<file path="src/rtl/bstat_pkg.sv">
package bstat_pkg;
  localparam int SW = 16;
  localparam int LANES = SW / 8;

  // bit positions decoded by software
  localparam int B_DPE  = 15;
  localparam int B_SSE  = 14;
  localparam int B_RMA  = 13;
  localparam int B_RTA  = 12;
  localparam int B_STA  = 11;
  localparam int B_MDPE = 8;
  localparam int B_FBB  = 7;
  localparam int B_66   = 5;

  localparam logic [SW-1:0] W1C_MASK =
    (SW'(1) << B_DPE) | (SW'(1) << B_SSE) | (SW'(1) << B_RMA) |
    (SW'(1) << B_RTA) | (SW'(1) << B_STA) | (SW'(1) << B_MDPE);

  typedef struct packed {
    logic par_det;
    logic serr;
    logic mabort;
    logic tabort_rx;
    logic tabort_tx;
    logic master;
    logic special;
  } bus_evt_t;
endpackage

</file>
<file path="src/rtl/err_event_decode.sv">
module err_event_decode
  import bstat_pkg::*;
(
  input  bus_evt_t        evt,
  input  logic            perr_en,
  output logic [SW-1:0]   set_vec
);
  always_comb begin
    set_vec         = '0;
    set_vec[B_DPE]  = evt.par_det;
    set_vec[B_SSE]  = evt.serr;
    set_vec[B_RMA]  = evt.mabort & ~evt.special;
    set_vec[B_RTA]  = evt.tabort_rx & ~evt.special;
    set_vec[B_STA]  = evt.tabort_tx;
    set_vec[B_MDPE] = evt.par_det & evt.master & perr_en;
  end
endmodule

</file>
<file path="src/rtl/w1c_strobe_gen.sv">
module w1c_strobe_gen #(
  parameter int W = 16,
  localparam int NL = W / 8
) (
  input  logic          wr_en,
  input  logic [NL-1:0] wr_be,
  input  logic [W-1:0]  wr_data,
  output logic [W-1:0]  clr_vec
);
  for (genvar l = 0; l < NL; l++) begin : g_lane
    assign clr_vec[l*8 +: 8] = (wr_en && wr_be[l]) ? wr_data[l*8 +: 8] : 8'h00;
  end
endmodule

</file>
<file path="src/rtl/w1c_flag.sv">
module w1c_flag (
  input  logic clk,
  input  logic rst,
  input  logic set_i,
  input  logic clr_i,
  output logic q_o
);
  always_ff @(posedge clk) begin
    if (rst)        q_o <= 1'b0;
    else if (set_i) q_o <= 1'b1;
    else if (clr_i) q_o <= 1'b0;
  end


  set_wins_chk: assert property (@(posedge clk) disable iff (rst)
    set_i |=> q_o);

  clear_takes_chk: assert property (@(posedge clk) disable iff (rst)
    (clr_i && !set_i) |=> !q_o);

  hold_idle_chk: assert property (@(posedge clk) disable iff (rst)
    (!clr_i && !set_i) |=> $stable(q_o));
endmodule

</file>
<file path="src/rtl/bus_err_status.sv">
module bus_err_status
  import bstat_pkg::*;
#(
  parameter bit CAP_66MHZ = 1'b1
) (
  input  logic        clk,
  input  logic        rst,
  input  logic        ev_par_det,
  input  logic        ev_serr_drive,
  input  logic        ev_mabort_end,
  input  logic        ev_tabort_rcvd,
  input  logic        ev_tabort_sent,
  input  logic        ev_is_master,
  input  logic        ev_special,
  input  logic        perr_resp_en,
  input  logic        wr_en,
  input  logic [1:0]  wr_be,
  input  logic [15:0] wr_data,
  output logic [15:0] rd_data
);
  localparam logic [SW-1:0] FIXED_ONES =
    (SW'(1) << B_FBB) | (SW'(CAP_66MHZ) << B_66);

  bus_evt_t      evt;
  logic [SW-1:0] set_vec;
  logic [SW-1:0] clr_vec;
  logic [SW-1:0] sticky;
  logic          unused_bits;

  assign evt = '{par_det:   ev_par_det,
                 serr:      ev_serr_drive,
                 mabort:    ev_mabort_end,
                 tabort_rx: ev_tabort_rcvd,
                 tabort_tx: ev_tabort_sent,
                 master:    ev_is_master,
                 special:   ev_special};

  err_event_decode u_dec (
    .evt     (evt),
    .perr_en (perr_resp_en),
    .set_vec (set_vec)
  );

  w1c_strobe_gen #(.W(SW)) u_clr (
    .wr_en   (wr_en),
    .wr_be   (wr_be),
    .wr_data (wr_data),
    .clr_vec (clr_vec)
  );

  for (genvar i = 0; i < SW; i++) begin : g_bit
    if (W1C_MASK[i]) begin : g_flag
      w1c_flag u_flag (
        .clk   (clk),
        .rst   (rst),
        .set_i (set_vec[i]),
        .clr_i (clr_vec[i]),
        .q_o   (sticky[i])
      );
    end else begin : g_const
      assign sticky[i] = 1'b0;
    end
  end

  assign unused_bits = ^((set_vec | clr_vec) & ~W1C_MASK);
  assign rd_data = sticky | FIXED_ONES;


  dpe_any_chk: assert property (@(posedge clk) disable iff (rst)
    ev_par_det |=> rd_data[B_DPE]);

  mdpe_set_chk: assert property (@(posedge clk) disable iff (rst)
    (ev_par_det && ev_is_master && perr_resp_en) |=> rd_data[B_MDPE]);

  mdpe_gate_chk: assert property (@(posedge clk) disable iff (rst)
    (!(ev_par_det && ev_is_master && perr_resp_en) && !rd_data[B_MDPE])
      |=> !rd_data[B_MDPE]);

  rma_special_chk: assert property (@(posedge clk) disable iff (rst)
    (ev_mabort_end && ev_special && !rd_data[B_RMA]) |=> !rd_data[B_RMA]);

  rta_special_chk: assert property (@(posedge clk) disable iff (rst)
    (ev_tabort_rcvd && ev_special && !rd_data[B_RTA]) |=> !rd_data[B_RTA]);

  reset_clear_chk: assert property (@(posedge clk)
    rst |=> ((rd_data & W1C_MASK) == '0));
endmodule

</file>
<file path="config.mk">
export PLATFORM = sky130hd
export DESIGN_NAME = bus_err_status
export DESIGN_NICKNAME = d
export VERILOG_FILES = /design/src/rtl/bstat_pkg.sv /design/src/rtl/err_event_decode.sv /design/src/rtl/w1c_strobe_gen.sv /design/src/rtl/w1c_flag.sv /design/src/rtl/bus_err_status.sv
export SDC_FILE = /design/constraint.sdc
export NUM_CORES = 1
export LEC_CHECK = 0
export ABC_AREA = 1
export BUFFER_PORTS_ARGS = -buffer_cell sky130_fd_sc_hd__buf_2
export CORE_AREA = 2 2 39 41
export DETAILED_ROUTE_END_ITERATION = 8
export DIE_AREA = 0 0 41 43
export PLACE_DENSITY = 0.81
export REMOVE_ABC_BUFFERS = 1
export SYNTH_ARGS = -nofsm -noshare
export SYNTH_HDL_FRONTEND = slang
export SYNTH_SLANG_ARGS = --single-unit
</file>
<file path="constraint.sdc">
create_clock -name clk -period 0.8 [get_ports clk]
set_input_delay 0.16 -clock clk [delete_from_list [all_inputs] [get_ports clk]]
set_output_delay 0.16 -clock clk [all_outputs]
set_load 0.01 [all_outputs]
</file>
==> impl_metrics.env, run 1 <==
export IMPL_grt_pass1_vias=304
export IMPL_path_cells="buf_6"
export IMPL_regArea_um2=128
export IMPL_die_w_um=41
export IMPL_max_stage_delay_ps=320
export IMPL_grt_max_degree=7
export IMPL_slowest_stage="dfxtp_2"
export IMPL_worst_slack_ps=-28.2
export IMPL_synth_top_area_cell="dfxtp_1"
export IMPL_synth_mux_area_frac=0
export IMPL_wirelength_um=657
export IMPL_multi_input_area_um2=133
export IMPL_worst_setup_path_end_kind="primary output"
export IMPL_p_per_area_mw_per_mm2=1620
export IMPL_critPathTopFamily="flip-flops"
export IMPL_grt_usage=0.0915
export IMPL_netlist_area_um2=358
export IMPL_gp_congestion=0.575
export IMPL_finalSetupTns_ps=-142
export IMPL_path_buf_inv=1
export IMPL_nets=98
export IMPL_firstDrtPassIters=1
export IMPL_synth_cell_types=7
export IMPL_syn_inst=49
export IMPL_power_leakage_nw=0.254
export IMPL_synth_top_family_by_area="buffers and inverters"
export IMPL_clk_pin_slew_ps=40
export IMPL_largest_reg_flops=6
export IMPL_min_path_type="input port to flop"
export IMPL_critPathKind="flop to primary output"
export IMPL_cp_arrival_ps=670
export IMPL_synth_xor_area_frac=0
export IMPL_antenna_left=0
export IMPL_cts_tree="built"
export IMPL_synth_seq_cells=6
export IMPL_synth_seq_area_share=0.336
export IMPL_drc=0
export IMPL_coreArea_mm2=0.00138
export IMPL_layout_min_cycle_time_ps=828
export IMPL_rsz0062_at_grt="yes"
export IMPL_finClkSkew_ps=0
export IMPL_initial_core_util=0.259
export IMPL_io_pins=45
export IMPL_cp_max_fo=2
export IMPL_drive_gt1_frac=0.478
export IMPL_synth_compound_area_share=0.0839
export IMPL_drv_slew=0
export IMPL_row_count=14
export IMPL_finalCritPeriodShare=1.04
export IMPL_clk_path_buf_depth=2
export IMPL_viasPerCell=3.94
export IMPL_maxCapViolations=0
export IMPL_clock_root_buffer="clkbuf_4"
export IMPL_grt_pass1_wl_mm=1.03
export IMPL_grt_overflow_total=0
export IMPL_place_ws_ps=172
export IMPL_reg_top3="g_bit.g_flag.u_flag.q_o (6)"
export IMPL_regMostFlops="g_bit.g_flag.u_flag.q_o"
export IMPL_synthTopCellsByArea="dfxtp_1 34%, buf_4 34%, nand3_1 9.8%, a21oi_1 8.4%, nand2_1 8.4%"
export IMPL_drt_initial_drc_count=0
export IMPL_io_buffers=23
export IMPL_die_area_mm2=0.00176
export IMPL_areaGrowthSynthToFinish_pct=31.5
export IMPL_outcome="complete, but fails checks"
export IMPL_worstPathRequired_ps=640
export IMPL_dp_hpwl_um=561
export IMPL_htreeDepth=1
export IMPL_synth_top_area_frac=0.336
export IMPL_worst_setup_path_start_kind="flop"
export IMPL_hold_buffers=0
export IMPL_clk_latency_ps=230
export IMPL_vias=327
export IMPL_violations="setup timing"
export IMPL_ir_drop_mv=0.508
export IMPL_cts_num_sinks=6
export IMPL_synth_avg_cell_area_um2=7.30
export IMPL_nFillCells=151
export IMPL_hold_viol=0
export IMPL_synth_adder_area_share=0
export IMPL_setup_violations_final=6
export IMPL_synth_simple_gate_area_share=0.182
export IMPL_numCtsBuffers=3
export IMPL_ys_warn_count=0
export IMPL_routedWlPerCell_um=7.92
export IMPL_antenna_found_initial=0
export IMPL_antenna_cells=0
export IMPL_fmax_mhz=1210
export IMPL_die_h_um=43
-- cells in the mapped netlist, drive strengths merged --
cell type / count
conb: 2
buf: 16
nand3: 7
a21oi: 6
inv: 4
dfxtp: 6
nand2: 8
-- path summary, 6_finish.rpt --
kind / to / from / slack (ps) / cells past startpoint
min: g_bit[13].g_flag.u_flag.q_o / rst / 150 / 2
max reg2reg: g_bit[8].g_flag.u_flag.q_o / g_bit[8].g_flag.u_flag.q_o / 230 / 2
min reg2reg: g_bit[14].g_flag.u_flag.q_o / g_bit[14].g_flag.u_flag.q_o / 460 / 2
max: rd_data[8] / g_bit[8].g_flag.u_flag.q_o / -30 / 1
-- repair_timing --
action / CTS / global route
resized for setup: 12 / 0
pin swaps: 0 / 0
setup endpoints to repair: 6 / 6
buffers inserted: 0 / 0
-- power breakdown --
part,leakage (nW),total [W],switching (W),internal (W)
Clock,0.0138,0.000268,0.0000993,0.000169
Combinational,0.189,0.000156,0.0000754,0.0000807
Sequential,0.0515,0.000338,0.0000134,0.000325
Total,0.254,0.000763,0.000188,0.000575
-- cell usage in the layout (no fill, tap or decap) --
cell type,n
clkbuf_4,3
a21oi_1,6
conb_1,10
inv_1,4
nand2_1,8
buf_2,17
nand3_1,7
dfxtp_2,6
buf_6,6
-- cells by family after synthesis --
family                 Yosys count
AO/OA/AOI/OAI                    6
AND/OR/NAND/NOR                 15
buffers and inverters           20
other                            2
flip-flops                       6
-- final cells by class --
class / instances / share of cell area
Timing Repair Buffer: 23 / 0.324
Multi-Input combinational cell: 31 / 0.282
Sequential cell: 6 / 0.271
Clock buffer: 3 / 0.0479
Tap cell: 16 / 0.0426
Inverter: 4 / 0.0319
-- per-stage QoR --
stage	power, W	util	instances	hold WS (ps)	cell area [um2]
after detailed placement	0.000470	0.291	80	412	403
final	0.000763	0.340	83	151	470
after floorplan	0.000395	-	41	229	268
after global placement	0.000466	0.291	80	404	403
after CTS	0.000786	0.340	83	147	470
after global routing	0.000832	0.340	83	149	470
-- metal layers --
layer | track usage | routed length [um] | vias to the layer above | share of wire
met5 | 0 | 0 | - | 0
met4 | 0.0600 | 0 | 0 | 0
met3 | 0.0524 | 108 | 0 | 0.16
met2 | 0.134 | 275 | 26 | 0.42
met1 | 0.0935 | 273 | 135 | 0.42
li1 | - | - | 166 | -
Note: power is estimated with default switching activity, not from simulation.
==> run 2, diff against run 1 <==
- CORE_AREA: 2 2 39 41 -> unset
- CORE_MARGIN: unset -> 1.5
- CORE_UTILIZATION: unset -> 41
- DIE_AREA: 0 0 41 43 -> unset
- PLACE_DENSITY: 0.81 -> 0.95
- SYNTH_HIERARCHICAL: unset -> 1
==> impl_metrics.env, run 2 <==
export IMPL_fmax_mhz=1210
export IMPL_worst_setup_path_end_kind="primary output"
export IMPL_rsz0062_at_grt="yes"
export IMPL_die_h_um=35.1
export IMPL_final_common_cell="inv_1"
export IMPL_reg_top3="g_bit.g_flag.u_flag/q_o (6)"
export IMPL_ir_drop_mv=0.554
export IMPL_path_buf_inv=1
export IMPL_place_ws_ps=41.5
export IMPL_power_leakage_nw=0.324
export IMPL_die_w_um=35.1
export IMPL_clk_path_buf_depth=2
export IMPL_grt_overflow_total=0
export IMPL_grt_max_degree=7
export IMPL_htreeDepth=1
export IMPL_post_cts_buffers=0
export IMPL_die_area_mm2=0.00123
export IMPL_violations="setup timing"
export IMPL_ys_warn_count=6
export IMPL_dp_cells=96
export IMPL_nets=117
export IMPL_worst_slack_ps=-23.9
export IMPL_worstPathRequired_ps=640
export IMPL_outcome="complete, but fails checks"
export IMPL_maxCapViolations=0
export IMPL_synth_avg_cell_area_um2=6.51
export IMPL_cp_max_fo=2
export IMPL_p_per_area_mw_per_mm2=1330
export IMPL_grt_pass1_vias=309
export IMPL_r2r_start="g_bit[11].g_flag.u_flag/q_o"
export IMPL_hold_viol=0
export IMPL_netlist_area_um2=423
export IMPL_vias=350
export IMPL_fin_cells=99
export IMPL_io_pins=45
export IMPL_drc=0
export IMPL_dp_hpwl_um=542
export IMPL_drive_gt1_frac=0.453
export IMPL_crit_start="g_bit[8].g_flag.u_flag/q_o"
export IMPL_viasPerCell=3.54
export IMPL_firstDrtPassIters=4
export IMPL_antenna_found_initial=0
export IMPL_clk_pin_slew_ps=50
export IMPL_drt_initial_drc_count=9
export IMPL_finClkSkew_ps=0
export IMPL_gp_congestion=0.673
export IMPL_regArea_um2=128
export IMPL_slowest_stage="dfxtp_2"
export IMPL_numCtsBuffers=3
export IMPL_wirelength_um=696
export IMPL_coreArea_um2=950
export IMPL_critPathKind="flop to primary output"
export IMPL_clk_latency_ps=220
export IMPL_utilization=0.576
export IMPL_clock_root_buffer="clkbuf_2"
export IMPL_grt_pass1_wl_mm=1.19
export IMPL_path_cells="buf_6"
export IMPL_areaGrowthSynthToFinish_pct=29.3
export IMPL_io_buffers=23
export IMPL_rrSetupSlack_ps=220
export IMPL_final_cell_mix="21 x inv_1, 17 x buf_2, 10 x conb_1, 8 x nand2_1, 8 x nor2_1"
export IMPL_setup_violations_final=6
export IMPL_cts_num_sinks=6
export IMPL_cts_tree="built"
export IMPL_hold_buffers=0
export IMPL_routedWlPerCell_um=7.03
export IMPL_layout_min_cycle_time_ps=824
export IMPL_cp_arrival_ps=660
export IMPL_grt_usage=0.145
export IMPL_regMostFlops="g_bit.g_flag.u_flag/q_o"
export IMPL_initial_core_util=0.445
export IMPL_min_delay_start="ev_serr_drive"
export IMPL_largest_reg_flops=6
export IMPL_antenna_cells=0
export IMPL_worst_setup_path_start_kind="flop"
export IMPL_syn_inst=65
export IMPL_finalSetupTns_ps=-95.3
export IMPL_min_path_type="input port to flop"
export IMPL_nFillCells=106
export IMPL_multi_input_area_um2=156
export IMPL_max_stage_delay_ps=330
export IMPL_drv_slew=0
export IMPL_finalCritPeriodShare=1.03
export IMPL_antenna_left=0
export IMPL_row_count=11
export IMPL_critPathTopFamily="flip-flops"
==> run 2: where the power goes <==
| group | switching, W | leakage, nW | total (W) | internal [W] |
|---|---|---|---|---|
| clock network | 0.000106 | 0.0125 | 0.000207 | 0.000101 |
| logic | 0.0000939 | 0.260 | 0.000185 | 0.0000910 |
| registers | 0.0000137 | 0.0515 | 0.000337 | 0.000324 |
| total | 0.000214 | 0.324 | 0.000730 | 0.000516 |
==> run 2: what timing repair did <==
action	4_1_cts	5_1_grt
cloned	0	0
setup endpoints to repair	6	6
hold endpoints to repair	0	0
gates resized for setup	12	0
==> run 2: cell type report <==
cell class / count / area share
multi-input cells: 33 / 0.286
repair buffers: 23 / 0.279
flip-flops and latches: 6 / 0.233
inverters: 21 / 0.144
well taps: 13 / 0.0297
clock buffers: 3 / 0.0275
==> run 2: path summary, 6_finish.rpt <==
| path | to | cells after the start |
|---|---|---|
| worst max-delay path | rd_data[8] | 1 |
| worst min-delay path | g_bit[14].g_flag.u_flag/q_o | 3 |
| worst max register to register | g_bit[11].g_flag.u_flag/q_o | 2 |
| worst min register to register | g_bit[13].g_flag.u_flag/q_o | 2 |
==> run 2: routing by layer <==
layer  routed length, um  GRT usage  share of wire  up-vias
li1                    -          -              -      198
met4                  22      0.150          0.032        0
met1                 262      0.149           0.38      126
met5                   0          0              0        -
met3                  75     0.0577           0.11        3
met2                 336      0.217           0.48       23
==> run 2: through the flow <==
step,hold WS (ps),area (um2),total power (W)
2_1_floorplan,222,355,0.000424
3_3_place_gp,419,487,0.000492
3_5_place_dp,413,487,0.000497
4_1_cts,168,547,0.000734
5_1_grt,159,547,0.000786
6_report,170,547,0.000730
==> run 3, diff against run 2 <==
- BUFFER_PORTS_ARGS: -buffer_cell sky130_fd_sc_hd__buf_2 -> unset
- CORE_AREA: unset -> 2 2 39 41
- CORE_MARGIN: 1.5 -> unset
- CORE_UTILIZATION: 41 -> unset
- DIE_AREA: unset -> 0 0 41 43
- DONT_BUFFER_PORTS: unset -> 1
- PLACE_DENSITY: 0.95 -> 0.7
==> impl_metrics.env, run 3 (same netlist as run 2, synthesis figures left out) <==
export IMPL_outcome="complete, but fails checks"
export IMPL_violations="hold timing"
export IMPL_cts_num_sinks=6
export IMPL_min_to="g_bit[14].g_flag.u_flag/q_o"
export IMPL_power_leakage_nw=0.220
export IMPL_grt_pass1_vias=247
export IMPL_layout_min_cycle_time_ps=776
export IMPL_final_common_cell="inv_1"
export IMPL_p_per_area_mw_per_mm2=1760
export IMPL_viasPerCell=3.47
export IMPL_finalSetupTns_ps=0
export IMPL_clk_pin_slew_ps=40
export IMPL_swShare=0.259
export IMPL_worst_setup_path_start_kind="flop"
export IMPL_numCtsBuffers=3
export IMPL_nets=94
export IMPL_fin_hold_ws_ps=-28.7
export IMPL_setup_violations_final=0
export IMPL_finClkSkew_ps=0
export IMPL_p_int_w=0.000519
export IMPL_initial_core_util=0.306
export IMPL_htreeDepth=1
export IMPL_clock_root_buffer="clkbuf_4"
export IMPL_die_w_um=41
export IMPL_antenna_left=0
export IMPL_grt_pass1_wl_um=903
export IMPL_wirelength_um=571
export IMPL_cp_num_cells=0
export IMPL_worst_setup_path_end_kind="primary output"
export IMPL_dp_hpwl_um=498
export IMPL_maxCapViolations=0
export IMPL_regMostFlops="g_bit.g_flag.u_flag/q_o"
export IMPL_routedWlPerCell_um=7.23
export IMPL_r2r_start="g_bit[8].g_flag.u_flag/q_o"
export IMPL_power_net_switching_w=0.000182
export IMPL_ir_drop_mv=0.433
export IMPL_reg2reg_depth=2
export IMPL_p_comb_frac=0.124
export IMPL_antenna_cells=0
export IMPL_drc=0
export IMPL_coreArea_mm2=0.00138
export IMPL_antenna_found_initial=0
export IMPL_clk_latency_ps=240
export IMPL_min_delay_start="rst"
export IMPL_whs_path_depth=1
export IMPL_vias=274
export IMPL_hold_viol=6
export IMPL_fmax_mhz=1290
export IMPL_rsz0062_at_grt="no"
export IMPL_drive_gt1_frac=0.175
export IMPL_clk_path_buf_depth=2
export IMPL_grt_overflow_total=0
export IMPL_cp_arrival_ps=620
export IMPL_nFillCells=170
export IMPL_worstPathRequired_ps=640
export IMPL_final_cell_mix="21 x inv_1, 10 x conb_1, 8 x nand2_1, 8 x nor2_1, 6 x a21oi_2"
export IMPL_p_seq_frac=0.489
export IMPL_drv_slew=0
export IMPL_drt_initial_drc_count=1
export IMPL_largest_reg_flops=6
export IMPL_r2r_end="g_bit[8].g_flag.u_flag/q_o"
export IMPL_place_area_um2=375
export IMPL_areaGrowthSynthToFinish_pct=-5.62
export IMPL_firstDrtPassIters=2
export IMPL_grt_max_degree=7
export IMPL_cp_max_fo=2
export IMPL_row_count=14
export IMPL_io_pins=45
export IMPL_die_area_mm2=0.00176
export IMPL_cts_tree="built"
export IMPL_finalCritPeriodShare=0.970
export IMPL_gp_congestion=0.593
export IMPL_critPathKind="flop to primary output"
export IMPL_reg_top3="g_bit.g_flag.u_flag/q_o (6)"
export IMPL_die_h_um=43
export IMPL_io_buffers=0
export IMPL_min_path_type="input port to flop"
export IMPL_grt_usage=0.0887
export IMPL_clkPwrFrac=0.387
export IMPL_final_area_um2=399
export IMPL_rrSetupSlack_ps=170
## run 3: changes by cell type in the layout (fill, tap and decap cells not counted)
| cell | delta |
|---|---|
| buf_2 | -17 |
| buf_6 | -6 |
| clkbuf_2 | -3 |
| clkbuf_4 | +3 |
| dfxtp_1 | +5 |
| dfxtp_2 | -5 |
## run 3: worst max-delay path by stage
stage	start	end	slack, ps
floorplan	wr_en	g_bit[11].g_flag.u_flag/q_o	200
global placement	wr_en	g_bit[13].g_flag.u_flag/q_o	130
detailed placement	wr_en	g_bit[13].g_flag.u_flag/q_o	120
CTS	g_bit[14].g_flag.u_flag/q_o	rd_data[14]	10
global route	g_bit[12].g_flag.u_flag/q_o	rd_data[12]	2
finish	g_bit[11].g_flag.u_flag/q_o	rd_data[11]	20
## run 3: per-stage QoR
step / total power, W / setup WS, ps / util / hold slack [ps] / cells
floorplan: 0.000424 / 201 / - / 222 / 60
global placement: 0.000433 / 129 / 0.271 / 223 / 76
detailed placement: 0.000435 / 118 / 0.271 / 224 / 76
CTS: 0.000717 / 11.0 / 0.288 / -36.5 / 79
global route: 0.000749 / 2.38 / 0.288 / -39.0 / 79
finish: 0.000701 / 24.4 / 0.288 / -28.7 / 79
## run 3: layout make-up
class,count,area (um2),area share
multi-input cells,33,156,0.392
clock buffers,3,22.5,0.0564
flip-flops and latches,6,121,0.304
well taps,16,20.0,0.0502
inverters,21,78.8,0.197
## run 3: repair_timing
| action | 4_1_cts | 5_1_grt |
|---|---|---|
| endpoints found under the hold margin | 6 | 6 |
| resized for setup | 0 | 1 |
| endpoints found under the setup margin | 0 | 1 |
| buffers inserted | 0 | 0 |
## run 3: per-layer routing
metal	part of all wire	vias up	routed length [um]	global-route usage
met5	0	-	0	0
li1	-	153	-	-
met3	0.11	2	61	0.0471
met2	0.45	18	255	0.103
met4	0.033	0	19	0.120
met1	0.41	101	235	0.0912
## run 3: power by group through the flow
stage                     clock network, W  registers, W   logic, W
final                             0.000272      0.000343  0.0000866
after floorplan                          0      0.000345  0.0000789
after CTS                         0.000287      0.000343  0.0000873
after detailed placement                 0      0.000348  0.0000871
after global routing              0.000298      0.000344   0.000106
after global placement                   0      0.000348  0.0000849
